`config.mk`:
```
export PLATFORM = sky130hd
export DESIGN_NAME = fconst_push_unit
export DESIGN_NICKNAME = d
export VERILOG_FILES = /design/src/rtl/fcp_pkg.sv /design/src/rtl/fcp_round.sv /design/src/rtl/fcp_ctrl.sv /design/src/rtl/fcp_datapath.sv /design/src/rtl/fconst_push_unit.sv
export SDC_FILE = /design/constraint.sdc
export NUM_CORES = 1
export LEC_CHECK = 0
export BUFFER_PORTS_ARGS = -buffer_cell sky130_fd_sc_hd__buf_4
export CAP_MARGIN = 10
export CORE_AREA = 3 3 268 270
export DETAILED_ROUTE_END_ITERATION = 6
export DIE_AREA = 0 0 271 273
export GPL_TIMING_DRIVEN = 0
export PLACE_DENSITY = 0.47
export SETUP_SLACK_MARGIN = 0.2
export SKIP_LAST_GASP = 1
export SLEW_MARGIN = 20
export SYNTH_ARGS = -nofsm -noshare
export SYNTH_HDL_FRONTEND = slang
export SYNTH_SLANG_ARGS = --single-unit
```
`constraint.sdc`:
```
create_clock -name clk -period 2.96 [get_ports clk]
set_input_delay 0.296 -clock clk [delete_from_list [all_inputs] [get_ports clk]]
set_output_delay 0.296 -clock clk [all_outputs]
set_load 0.02 [all_outputs]
```
`src/rtl/fcp_pkg.sv`:
```
package fcp_pkg;
  localparam int EXT_W   = 80;
  localparam int SIG_W   = 64;
  localparam int EXP_W   = 15;
  localparam int GUARD_W = 2;
  localparam int WIDE_W  = SIG_W + GUARD_W;
  localparam int SEL_W   = 3;

  localparam logic [7:0] ESC_BYTE = 8'hD9;
  localparam logic [4:0] SEL_HIGH = 5'b11101;
  localparam logic [SEL_W-1:0] SEL_UNUSED = 3'b111;

  typedef enum logic [1:0] {
    RND_NEAR = 2'b00,
    RND_DOWN = 2'b01,
    RND_UP   = 2'b10,
    RND_ZERO = 2'b11
  } roundMode_e;

  typedef struct packed {
    logic [WIDE_W-1:0] wide;
    logic              exact;
    logic [EXP_W-1:0]  expo;
  } constRec_t;

  typedef struct packed {
    logic             pushEn;
    logic             writeNan;
    logic             updC1;
    logic             c1Val;
    logic [SEL_W-1:0] constIdx;
  } strobe_t;

  localparam logic [EXT_W-1:0] INDEF_NAN = {1'b1, 15'h7FFF, 64'hC000000000000000};

  function automatic constRec_t constLookup(input logic [SEL_W-1:0] idx);
    constRec_t r;
    case (idx)
      3'd0: r = '{wide: {64'h8000000000000000, 2'b00}, exact: 1'b1, expo: 15'h3FFF};
      3'd1: r = '{wide: {64'hD49A784BCD1B8AFE, 2'b01}, exact: 1'b0, expo: 15'h4000};
      3'd2: r = '{wide: {64'hB8AA3B295C17F0BB, 2'b10}, exact: 1'b0, expo: 15'h3FFF};
      3'd3: r = '{wide: {64'hC90FDAA22168C234, 2'b11}, exact: 1'b0, expo: 15'h4000};
      3'd4: r = '{wide: {64'h9A209A84FBCFF798, 2'b10}, exact: 1'b0, expo: 15'h3FFD};
      3'd5: r = '{wide: {64'hB17217F7D1CF79AB, 2'b11}, exact: 1'b0, expo: 15'h3FFE};
      default: r = '{wide: '0, exact: 1'b1, expo: '0};
    endcase
    return r;
  endfunction
endpackage

```
`src/rtl/fcp_round.sv`:
```
module fcp_round
  import fcp_pkg::*;
(
  input  logic [SEL_W-1:0] constIdx,
  input  logic [1:0]       roundMode,
  output logic [EXT_W-1:0] roundedVal
);
  constRec_t            rec;
  logic [SIG_W-1:0]     sigTrunc;
  logic                 roundBit;
  logic                 stickyBit;
  logic                 bumpUp;
  logic [SIG_W:0]       sigSum;
  logic [SIG_W-1:0]     sigOut;
  logic [EXP_W-1:0]     expOut;

  always_comb begin
    rec       = constLookup(constIdx);
    sigTrunc  = rec.wide[WIDE_W-1:GUARD_W];
    roundBit  = rec.wide[GUARD_W-1];
    // irrational constants carry a nonzero tail beyond the stored bits
    stickyBit = (|rec.wide[GUARD_W-2:0]) | ~rec.exact;
    case (roundMode_e'(roundMode))
      RND_NEAR: bumpUp = roundBit & (stickyBit | sigTrunc[0]);
      RND_UP:   bumpUp = roundBit | stickyBit;
      default:  bumpUp = 1'b0;
    endcase
    sigSum = {1'b0, sigTrunc} + {{SIG_W{1'b0}}, bumpUp};
    if (sigSum[SIG_W]) begin
      sigOut = {1'b1, {(SIG_W-1){1'b0}}};
      expOut = rec.expo + {{(EXP_W-1){1'b0}}, 1'b1};
    end else begin
      sigOut = sigSum[SIG_W-1:0];
      expOut = rec.expo;
    end
    roundedVal = {1'b0, expOut, sigOut};
  end
endmodule

```
`src/rtl/fcp_ctrl.sv`:
```
module fcp_ctrl
  import fcp_pkg::*;
(
  input  logic       clk,
  input  logic       rstN,
  input  logic       instValid,
  input  logic [7:0] escByte,
  input  logic [7:0] selByte,
  input  logic       lockPrefix,
  input  logic       emuCtl,
  input  logic       taskSwitch,
  input  logic       pendingExc,
  input  logic       invMasked,
  input  logic       tagAtNext,
  output strobe_t    strb,
  output logic       stackFault,
  output logic       devNotAvail,
  output logic       undefOp,
  output logic       pendFault,
  output logic       done
);
  logic isConst, faultUd, faultNm, faultMf, execOk, overflow;

  always_comb begin
    isConst  = instValid && (escByte == ESC_BYTE) &&
               (selByte[7:SEL_W] == SEL_HIGH) && (selByte[SEL_W-1:0] != SEL_UNUSED);
    faultUd  = isConst && lockPrefix;
    faultNm  = isConst && !lockPrefix && (emuCtl || taskSwitch);
    faultMf  = isConst && !lockPrefix && !emuCtl && !taskSwitch && pendingExc;
    execOk   = isConst && !faultUd && !faultNm && !faultMf;
    overflow = execOk && tagAtNext;

    strb.pushEn   = execOk && (!overflow || invMasked);
    strb.writeNan = overflow;
    strb.updC1    = execOk;
    strb.c1Val    = overflow;
    strb.constIdx = selByte[SEL_W-1:0];
  end

  always_ff @(posedge clk) begin
    if (!rstN) begin
      stackFault  <= 1'b0;
      devNotAvail <= 1'b0;
      undefOp     <= 1'b0;
      pendFault   <= 1'b0;
      done        <= 1'b0;
    end else begin
      stackFault  <= overflow;
      devNotAvail <= faultNm;
      undefOp     <= faultUd;
      pendFault   <= faultMf;
      done        <= execOk;
    end
  end

  a_r8_single_fault: assert property (@(posedge clk) disable iff (!rstN)
    $onehot0({undefOp, devNotAvail, pendFault, stackFault}));

  a_r9_fault_not_done: assert property (@(posedge clk) disable iff (!rstN)
    (undefOp || devNotAvail || pendFault) |-> !done);

  a_r10_pulse_once: assert property (@(posedge clk) disable iff (!rstN)
    (done && !$past(instValid)) |-> 1'b0);
endmodule

```
`src/rtl/fcp_datapath.sv`:
```
module fcp_datapath
  import fcp_pkg::*;
#(
  parameter int NUM_REGS = 8,
  localparam int PTR_W   = $clog2(NUM_REGS)
) (
  input  logic                      clk,
  input  logic                      rstN,
  input  strobe_t                   strb,
  input  logic [1:0]                roundMode,
  output logic [NUM_REGS*EXT_W-1:0] stackImage,
  output logic [PTR_W-1:0]          topPtr,
  output logic [NUM_REGS-1:0]       tagValid,
  output logic                      c1Flag,
  output logic                      tagAtNext
);
  logic [PTR_W-1:0] nextTop;
  logic [EXT_W-1:0] roundedVal;
  logic [EXT_W-1:0] writeVal;

  fcp_round u_round (
    .constIdx  (strb.constIdx),
    .roundMode (roundMode),
    .roundedVal(roundedVal)
  );

  assign nextTop   = topPtr - PTR_W'(1);
  assign tagAtNext = tagValid[nextTop];
  assign writeVal  = strb.writeNan ? INDEF_NAN : roundedVal;

  always_ff @(posedge clk) begin
    if (!rstN) begin
      topPtr <= '0;
      c1Flag <= 1'b0;
    end else begin
      if (strb.pushEn) topPtr <= nextTop;
      if (strb.updC1)  c1Flag <= strb.c1Val;
    end
  end

  for (genvar gi = 0; gi < NUM_REGS; gi++) begin : g_reg
    logic [EXT_W-1:0] regVal;
    always_ff @(posedge clk) begin
      if (!rstN) begin
        regVal       <= '0;
        tagValid[gi] <= 1'b0;
      end else if (strb.pushEn && (nextTop == PTR_W'(gi))) begin
        regVal       <= writeVal;
        tagValid[gi] <= 1'b1;
      end
    end
    assign stackImage[gi*EXT_W +: EXT_W] = regVal;
  end

  a_r4_top_moves: assert property (@(posedge clk) disable iff (!rstN)
    strb.pushEn |=> (topPtr == $past(topPtr) - PTR_W'(1)));

  a_r4_tag_set: assert property (@(posedge clk) disable iff (!rstN)
    strb.pushEn |=> tagValid[topPtr]);

  a_r9_stack_hold: assert property (@(posedge clk) disable iff (!rstN)
    !strb.pushEn |=> ($stable(topPtr) && $stable(tagValid) && $stable(stackImage)));

  a_r7_c1_hold: assert property (@(posedge clk) disable iff (!rstN)
    !strb.updC1 |=> $stable(c1Flag));
endmodule

```
`src/rtl/fconst_push_unit.sv`:
```
module fconst_push_unit
  import fcp_pkg::*;
#(
  parameter int NUM_REGS = 8,
  localparam int PTR_W   = $clog2(NUM_REGS)
) (
  input  logic                      clk,
  input  logic                      rstN,
  input  logic                      instValid,
  input  logic [7:0]                escByte,
  input  logic [7:0]                selByte,
  input  logic                      lockPrefix,
  input  logic [1:0]                roundMode,
  input  logic                      emuCtl,
  input  logic                      taskSwitch,
  input  logic                      pendingExc,
  input  logic                      invMasked,
  output logic [NUM_REGS*EXT_W-1:0] stackImage,
  output logic [PTR_W-1:0]          topPtr,
  output logic [NUM_REGS-1:0]       tagValid,
  output logic                      c1Flag,
  output logic                      stackFault,
  output logic                      devNotAvail,
  output logic                      undefOp,
  output logic                      pendFault,
  output logic                      done
);
  strobe_t strb;
  logic    tagAtNext;

  fcp_ctrl u_ctrl (
    .clk        (clk),
    .rstN       (rstN),
    .instValid  (instValid),
    .escByte    (escByte),
    .selByte    (selByte),
    .lockPrefix (lockPrefix),
    .emuCtl     (emuCtl),
    .taskSwitch (taskSwitch),
    .pendingExc (pendingExc),
    .invMasked  (invMasked),
    .tagAtNext  (tagAtNext),
    .strb       (strb),
    .stackFault (stackFault),
    .devNotAvail(devNotAvail),
    .undefOp    (undefOp),
    .pendFault  (pendFault),
    .done       (done)
  );

  fcp_datapath #(.NUM_REGS(NUM_REGS)) u_dp (
    .clk       (clk),
    .rstN      (rstN),
    .strb      (strb),
    .roundMode (roundMode),
    .stackImage(stackImage),
    .topPtr    (topPtr),
    .tagValid  (tagValid),
    .c1Flag    (c1Flag),
    .tagAtNext (tagAtNext)
  );

  a_r5_fault_sets_c1: assert property (@(posedge clk) disable iff (!rstN)
    stackFault |-> c1Flag);
endmodule

```
# == After elaboration in Yosys (flattened, before gate mapping) ==
# Index checks and enable logic that the tools add are counted.
# totals
regBits,657
in_bits,26
out_inout_bits,657
elab_cells,89
# classes
addsub,3
order_cmp,1
eq_ne,16
muxes,7
n_bitwise,5
n_reduce_logical,34
# ops
cell,n
82-bit case mux with 6 select lines,1
80-bit 2-to-1 mux,1
64-bit by 1-bit adder with 65-bit output,1
64-bit 2-to-1 mux,1
1-bit logical AND,22
"3-bit == test, second input constant",6
"15-bit by 1-bit adder with 15-bit output, second input constant",1
15-bit 2-to-1 mux,1
"3-bit by 2-bit == test with 1-bit output, second input constant",4
"8-bit == test, second input constant",1
1-bit logical NOT,7
"3-bit by 1-bit == test with 1-bit output, second input constant",2
3-bit logical NOT,2
"5-bit == test, second input constant",1
"3-bit by 4-bit less-than comparator with 1-bit output, second input constant",1
1-bit binary-select mux with 3-bit select,1
"3-bit != test, second input constant",1
1-bit OR,3
"3-bit by 1-bit subtractor with 3-bit output, second input constant",1
"2-bit == test, second input constant",1
2-bit logical NOT,1
1-bit logical OR,2
1-bit case mux with 2 select lines,1
1-bit AND,1
other kinds (2),2

# == Logic depth before layout (Yosys ltp) ==
# depth
word_depth,15
ltp_mapped,13
mapped_depth_nobuf,11

# == By module ==
# Synthesis repeated with hierarchy kept, for this count alone.
# unflattened
cells_unflattened,3129
area_unflattened_um2,27880.5
# by_module_without_submodules
module,n_inst,cells_each,area_per_inst_um2,seq_area_each_um2
fcp_datapath,1,2957,26671.8,13052.5
fcp_round,1,137,880.8,0.0
fcp_ctrl,1,35,327.8,100.1

# == Worst setup path after synthesis ==
# OpenSTA, ideal clock, no wires.
# synth_timing
kind,register -> register
start,reg u_dp.topPtr[0]
end,reg u_dp.g_reg[1].regVal[51]
setup_time_ns,0.135
arrival_time_ns,2.680
t_required_ns,2.825
path_slack_ns,0.145
stages_incl_launch_ff,10
path_buffers,2
synth_period_minus_slack_ns,2.815
path_cell_list,dfxtp_1 -> inv_1 -> ha_1 -> mux4_2 -> nand2_1 -> nor4b_4 -> nor2_1 -> clkbuf_1 -> buf_1 -> o2bb2ai_1
# synth_via
elab_chain_len,8
elab_cells_between_ends,10
cone_classes,add/sub (1); eq/ne (1); mux (3); reduce/logical (5)
# synth_rtl
element,line,source
from (decl),fcp_datapath.sv:12,"output logic [PTR_W-1:0] topPtr,"
from (signal assigned),fcp_datapath.sv:36,if (strb.pushEn) topPtr <= nextTop;
3-bit by 1-bit subtractor with 3-bit output *,fcp_datapath.sv:27,assign nextTop = topPtr - PTR_W'(1);
named net u_dp.nextTop[0],fcp_datapath.sv:17,logic [PTR_W-1:0] nextTop;
1-bit binary-select mux with 3-bit select,fcp_datapath.sv:28,assign tagAtNext = tagValid[nextTop];
1-bit 2-to-1 mux (not written as such),fcp_datapath.sv:28,
1-bit logical AND,fcp_ctrl.sv:31,overflow = execOk && tagAtNext;
1-bit logical NOT,fcp_ctrl.sv:33,strb.pushEn = execOk && (!overflow || invMasked);
1-bit logical OR,fcp_ctrl.sv:33,
1-bit logical AND,fcp_ctrl.sv:33,
1-bit logical AND,fcp_datapath.sv:47,end else if (strb.pushEn && (nextTop == PTR_W'(gi))) begin
to (signal assigned),fcp_datapath.sv:48,regVal <= writeVal;
to (decl),fcp_datapath.sv:42,logic [EXT_W-1:0] regVal;
# The timed path passes the listed nets; every way through them passes the cells marked *. The select of a mux whose other input is x is not followed.
# A chain may end at the register's enable or synchronous reset.

# == Final worst setup path ==
# layout_timing
start,reg u_dp.topPtr[1]
end,reg u_dp.g_reg[4].regVal[63]
# layout_via
elab_chain_len,8
elab_cells_between_ends,10
cone_classes,add/sub (1); eq/ne (1); mux (3); reduce/logical (5)
# layout_rtl
element,line
3-bit by 1-bit subtractor with 3-bit output *,fcp_datapath.sv:27
1-bit binary-select mux with 3-bit select,fcp_datapath.sv:28
1-bit 2-to-1 mux (not written as such),fcp_datapath.sv:28
1-bit logical AND,fcp_ctrl.sv:31
1-bit logical NOT,fcp_ctrl.sv:33
1-bit logical OR,fcp_ctrl.sv:33
1-bit logical AND,fcp_ctrl.sv:33
1-bit logical AND,fcp_datapath.sv:47
to (signal assigned),fcp_datapath.sv:48
to (decl),fcp_datapath.sv:42
# Every way passes the cells marked *; elsewhere a longest branch is shown, timed or not. The select of a mux whose other input is x is not followed.

==> out/results.ini <==
[floorplan]
num_io_pins=683
start_util=0.269
rows=97
coreArea_mm2=0.0698
die_h_um=273
die_w_um=271
die_area_mm2=0.0740

[setup_path]
path_cells=inv_2 > ha_4 > mux4_2 > mux2i_4 > nor4_2 > buf_6 > nor2_2 > a21oi_1
r2r-start=u_dp.topPtr[1]$_SDFFE_PN0P_
crit_start=u_dp.topPtr[1]$_SDFFE_PN0P_
rr_worst_depth=8
critPathMaxFanout=8
crit_path_start_kind=flop
critPathTopFamily=multiplexers
cp.depth=8
crit_buf_inv=2
crit_type=flop to flop
arrival_ps=3140
max_stage_delay_ps=640
end_kind=flop
required_ps=3410
slowest_stage=mux4_2

[detailed_routing]
routed_wl_um=91000
post-route-drc-count=0
wl_per_cell_um=26.1
antenna_left=0
drt-pass1-iter-count=5
num_vias=16900
drt_iter0_markers=897
via_per_inst=4.84

[grt]
grt_start_max_net_pins=16
antenna_found_initial=3
overflow=0
grt_use_total=0.234
grt_pass1_vias=16900
grt_pass1_wl_um=127000

[run_status]
status=finished, final reports clean

[power]
seq_power_share=0.477
p_leak_nw=12.3
switching_share=0.234
pwr-share-clk=0.480
p_sw_mw=3.60
internal_power_mw=11.8
power_density_mw_per_mm2=550
vdd_drop_max_uv=412
comb_power_share=0.043

[sta]
rsz0062_at_grt=true
fin_crit_ps=2690
layout_setup_ws_ps=273
fmax_mhz=372
setup_viol=0
maxSlewViolCount=0
max_slew_margin=0.303
finalHoldViolations=0
worst_clock_skew_ps=11.5
post-route-period-util=0.908
worst_slew_pin_slew_ps=1050

[logic_synthesis]
synth-main-ff-cell=dfxtp_1
ys_types=54
synthTopCellsByArea=dfxtp_1 58%, o2bb2ai_1 15%, buf_4 4.5%
synth_edf_count=0
async_flop_share=0
syn_area_mm2=0.0188
synthCells=1698
ys_ff_latch=545
yosysSeqAreaShare=0.581
syn_avg_cell_area_um2=11.1
syn-num-nets=1731
yosysWarnings=0
synth_top_area_frac=0.581
yosys.area.top_type=dfxtp_1

[final_layout]
stdcell_count=3485
nets=2530
mostFrequentLayoutCell=buf_4
drive_above_1_share=0.431
final_cell_mix=840 x buf_4, 543 x dfxtp_1, 331 x o2bb2ai_1
stdcell_area_mm2=0.0280
area_delta_synth_final_pct=49.0

[clock_tree]
clockBufferDepth=3
cts.clk_slew.worst_paths_ps=60
clock_latency_ps=610
cts_tree=yes
root_buffer=clkbuf_16
htreeDepth=2
numCtsBuffers=58
clock-sinks=545

[placed_design]
place_area_mm2=0.0252
gp_congestion=0.821
dp_cells=3328
portBuffers=681
dpl.hpwl_um=69600
post-place-ws_ps=-1310

[min_path]
min_from=taskSwitch
holdPathStages=3
hold_path_class=input port to flop

[flow_run]
drv_cap=0

==> worst reg2reg max path, delay by kind of cell (launching register included) <==
family          cells  cell delay [ps]
mux                 2              870
buf+inv             2              240
simple gates        2              620
compound gates      1              140
flops               1              370
fa+ha+maj           1              290
==> power groups by stage <==
stage	Combinational [mW]	Sequential [mW]	Clock [mW]
2_1_floorplan	0.267	7.50	0
3_3_place_gp	0.604	7.50	0
3_5_place_dp	0.642	7.50	0
4_1_cts	0.662	7.33	7.53
5_1_grt	0.698	7.33	7.81
6_report	0.664	7.33	7.39
==> synth_stat cells (all sizes together), types with 2 or more instances <==
library cell	instances
dfxtp	545
nor3	18
nor2	59
nand4	13
nand2	62
a21oi	84
xnor2	3
o22ai	15
inv	12
buf	163
nand2b	18
and3	5
mux4	2
a21o	38
and4	3
nand3	36
o21a	19
nor4	8
o32ai	8
nor4b	2
a211oi	3
and2	7
nor3b	3
nor2b	20
o21ai	60
a22o	42
or3	5
ha	7
and4b	2
o2bb2ai	332
clkbuf	95
==> routing by layer <==
metal,vias up,track usage,share of wire
li1,7755,-,-
met1,8383,0.276,0.40
met2,616,0.423,0.51
met3,95,0.0620,0.071
met4,2,0.0561,0.022
met5,-,0,0.00013
==> layout make-up <==
| type | instances | area, um2 |
|---|---|---|
| timing repair buffer | 739 | 5680 |
| antenna | 2 | 5.00 |
| tap | 940 | 1180 |
| clock buffer | 87 | 1700 |
| fill | 6880 | 41800 |
| buffer | 258 | 1550 |
| clock inverter | 19 | 225 |
| sequential | 545 | 10900 |
| multi-input combinational | 883 | 6690 |
| inverter | 12 | 45.0 |
==> flip-flops by register name, summed over array words and instances, names as in the netlist <==
name / count
u_dp.c1Flag: 1
u_ctrl.devNotAvail: 1
u_dp.g.regVal: 528
u_dp.topPtr: 3
u_ctrl.undefOp: 1
u_dp.tagValid: 8
u_ctrl.done: 1
u_ctrl.pendFault: 1
u_ctrl.stackFault: 1
==> worst paths after layout <==
path / end / slack [ps]
max: u_dp.g_reg[4].regVal[63]$_SDFFE_PN0P_ / 270
min: u_ctrl.devNotAvail$_SDFF_PN0_ / 40
max reg2reg: u_dp.g_reg[4].regVal[63]$_SDFFE_PN0P_ / 270
min reg2reg: u_dp.g_reg[4].regVal[60]$_SDFFE_PN0P_ / 450
==> kinds of logic (layout without fill, tap and decap cells) <==
group,Yosys count,in the layout,synth area share
mux,3,3,0.00360
xor+xnor,4,4,0.00226
simple gates,264,264,0.0815
flops,545,545,0.581
compound gates,605,605,0.248
fa+ha+maj,7,7,0.00466
buf+inv,270,1115,0.0796
other cells,0,2,0
==> timing repair <==
item | 4_1_cts | 5_1_grt
pin swaps | 15 | 7
endpoints found under the setup margin | 519 | 314
resized for setup | 66 | 69
endpoints found under the hold margin | 3 | 0
gates cloned | 0 | 1
hold buffers | 3 | 0
buffers inserted | 32 | 13
==> stage by stage <==
step | power, mW | util | setup TNS, ps | hold WS, ps
final | 15.4 | 0.401 | 0 | 39.3
after global routing | 15.8 | 0.401 | 0 | 38.0
after CTS | 15.5 | 0.397 | 0 | 1.52
after detailed placement | 8.14 | 0.362 | -212470 | 442
after global placement | 8.10 | 0.359 | -237730 | 439
after floorplan | 7.76 | - | 0 | 373
Note: power is estimated with default switching activity, not from simulation.
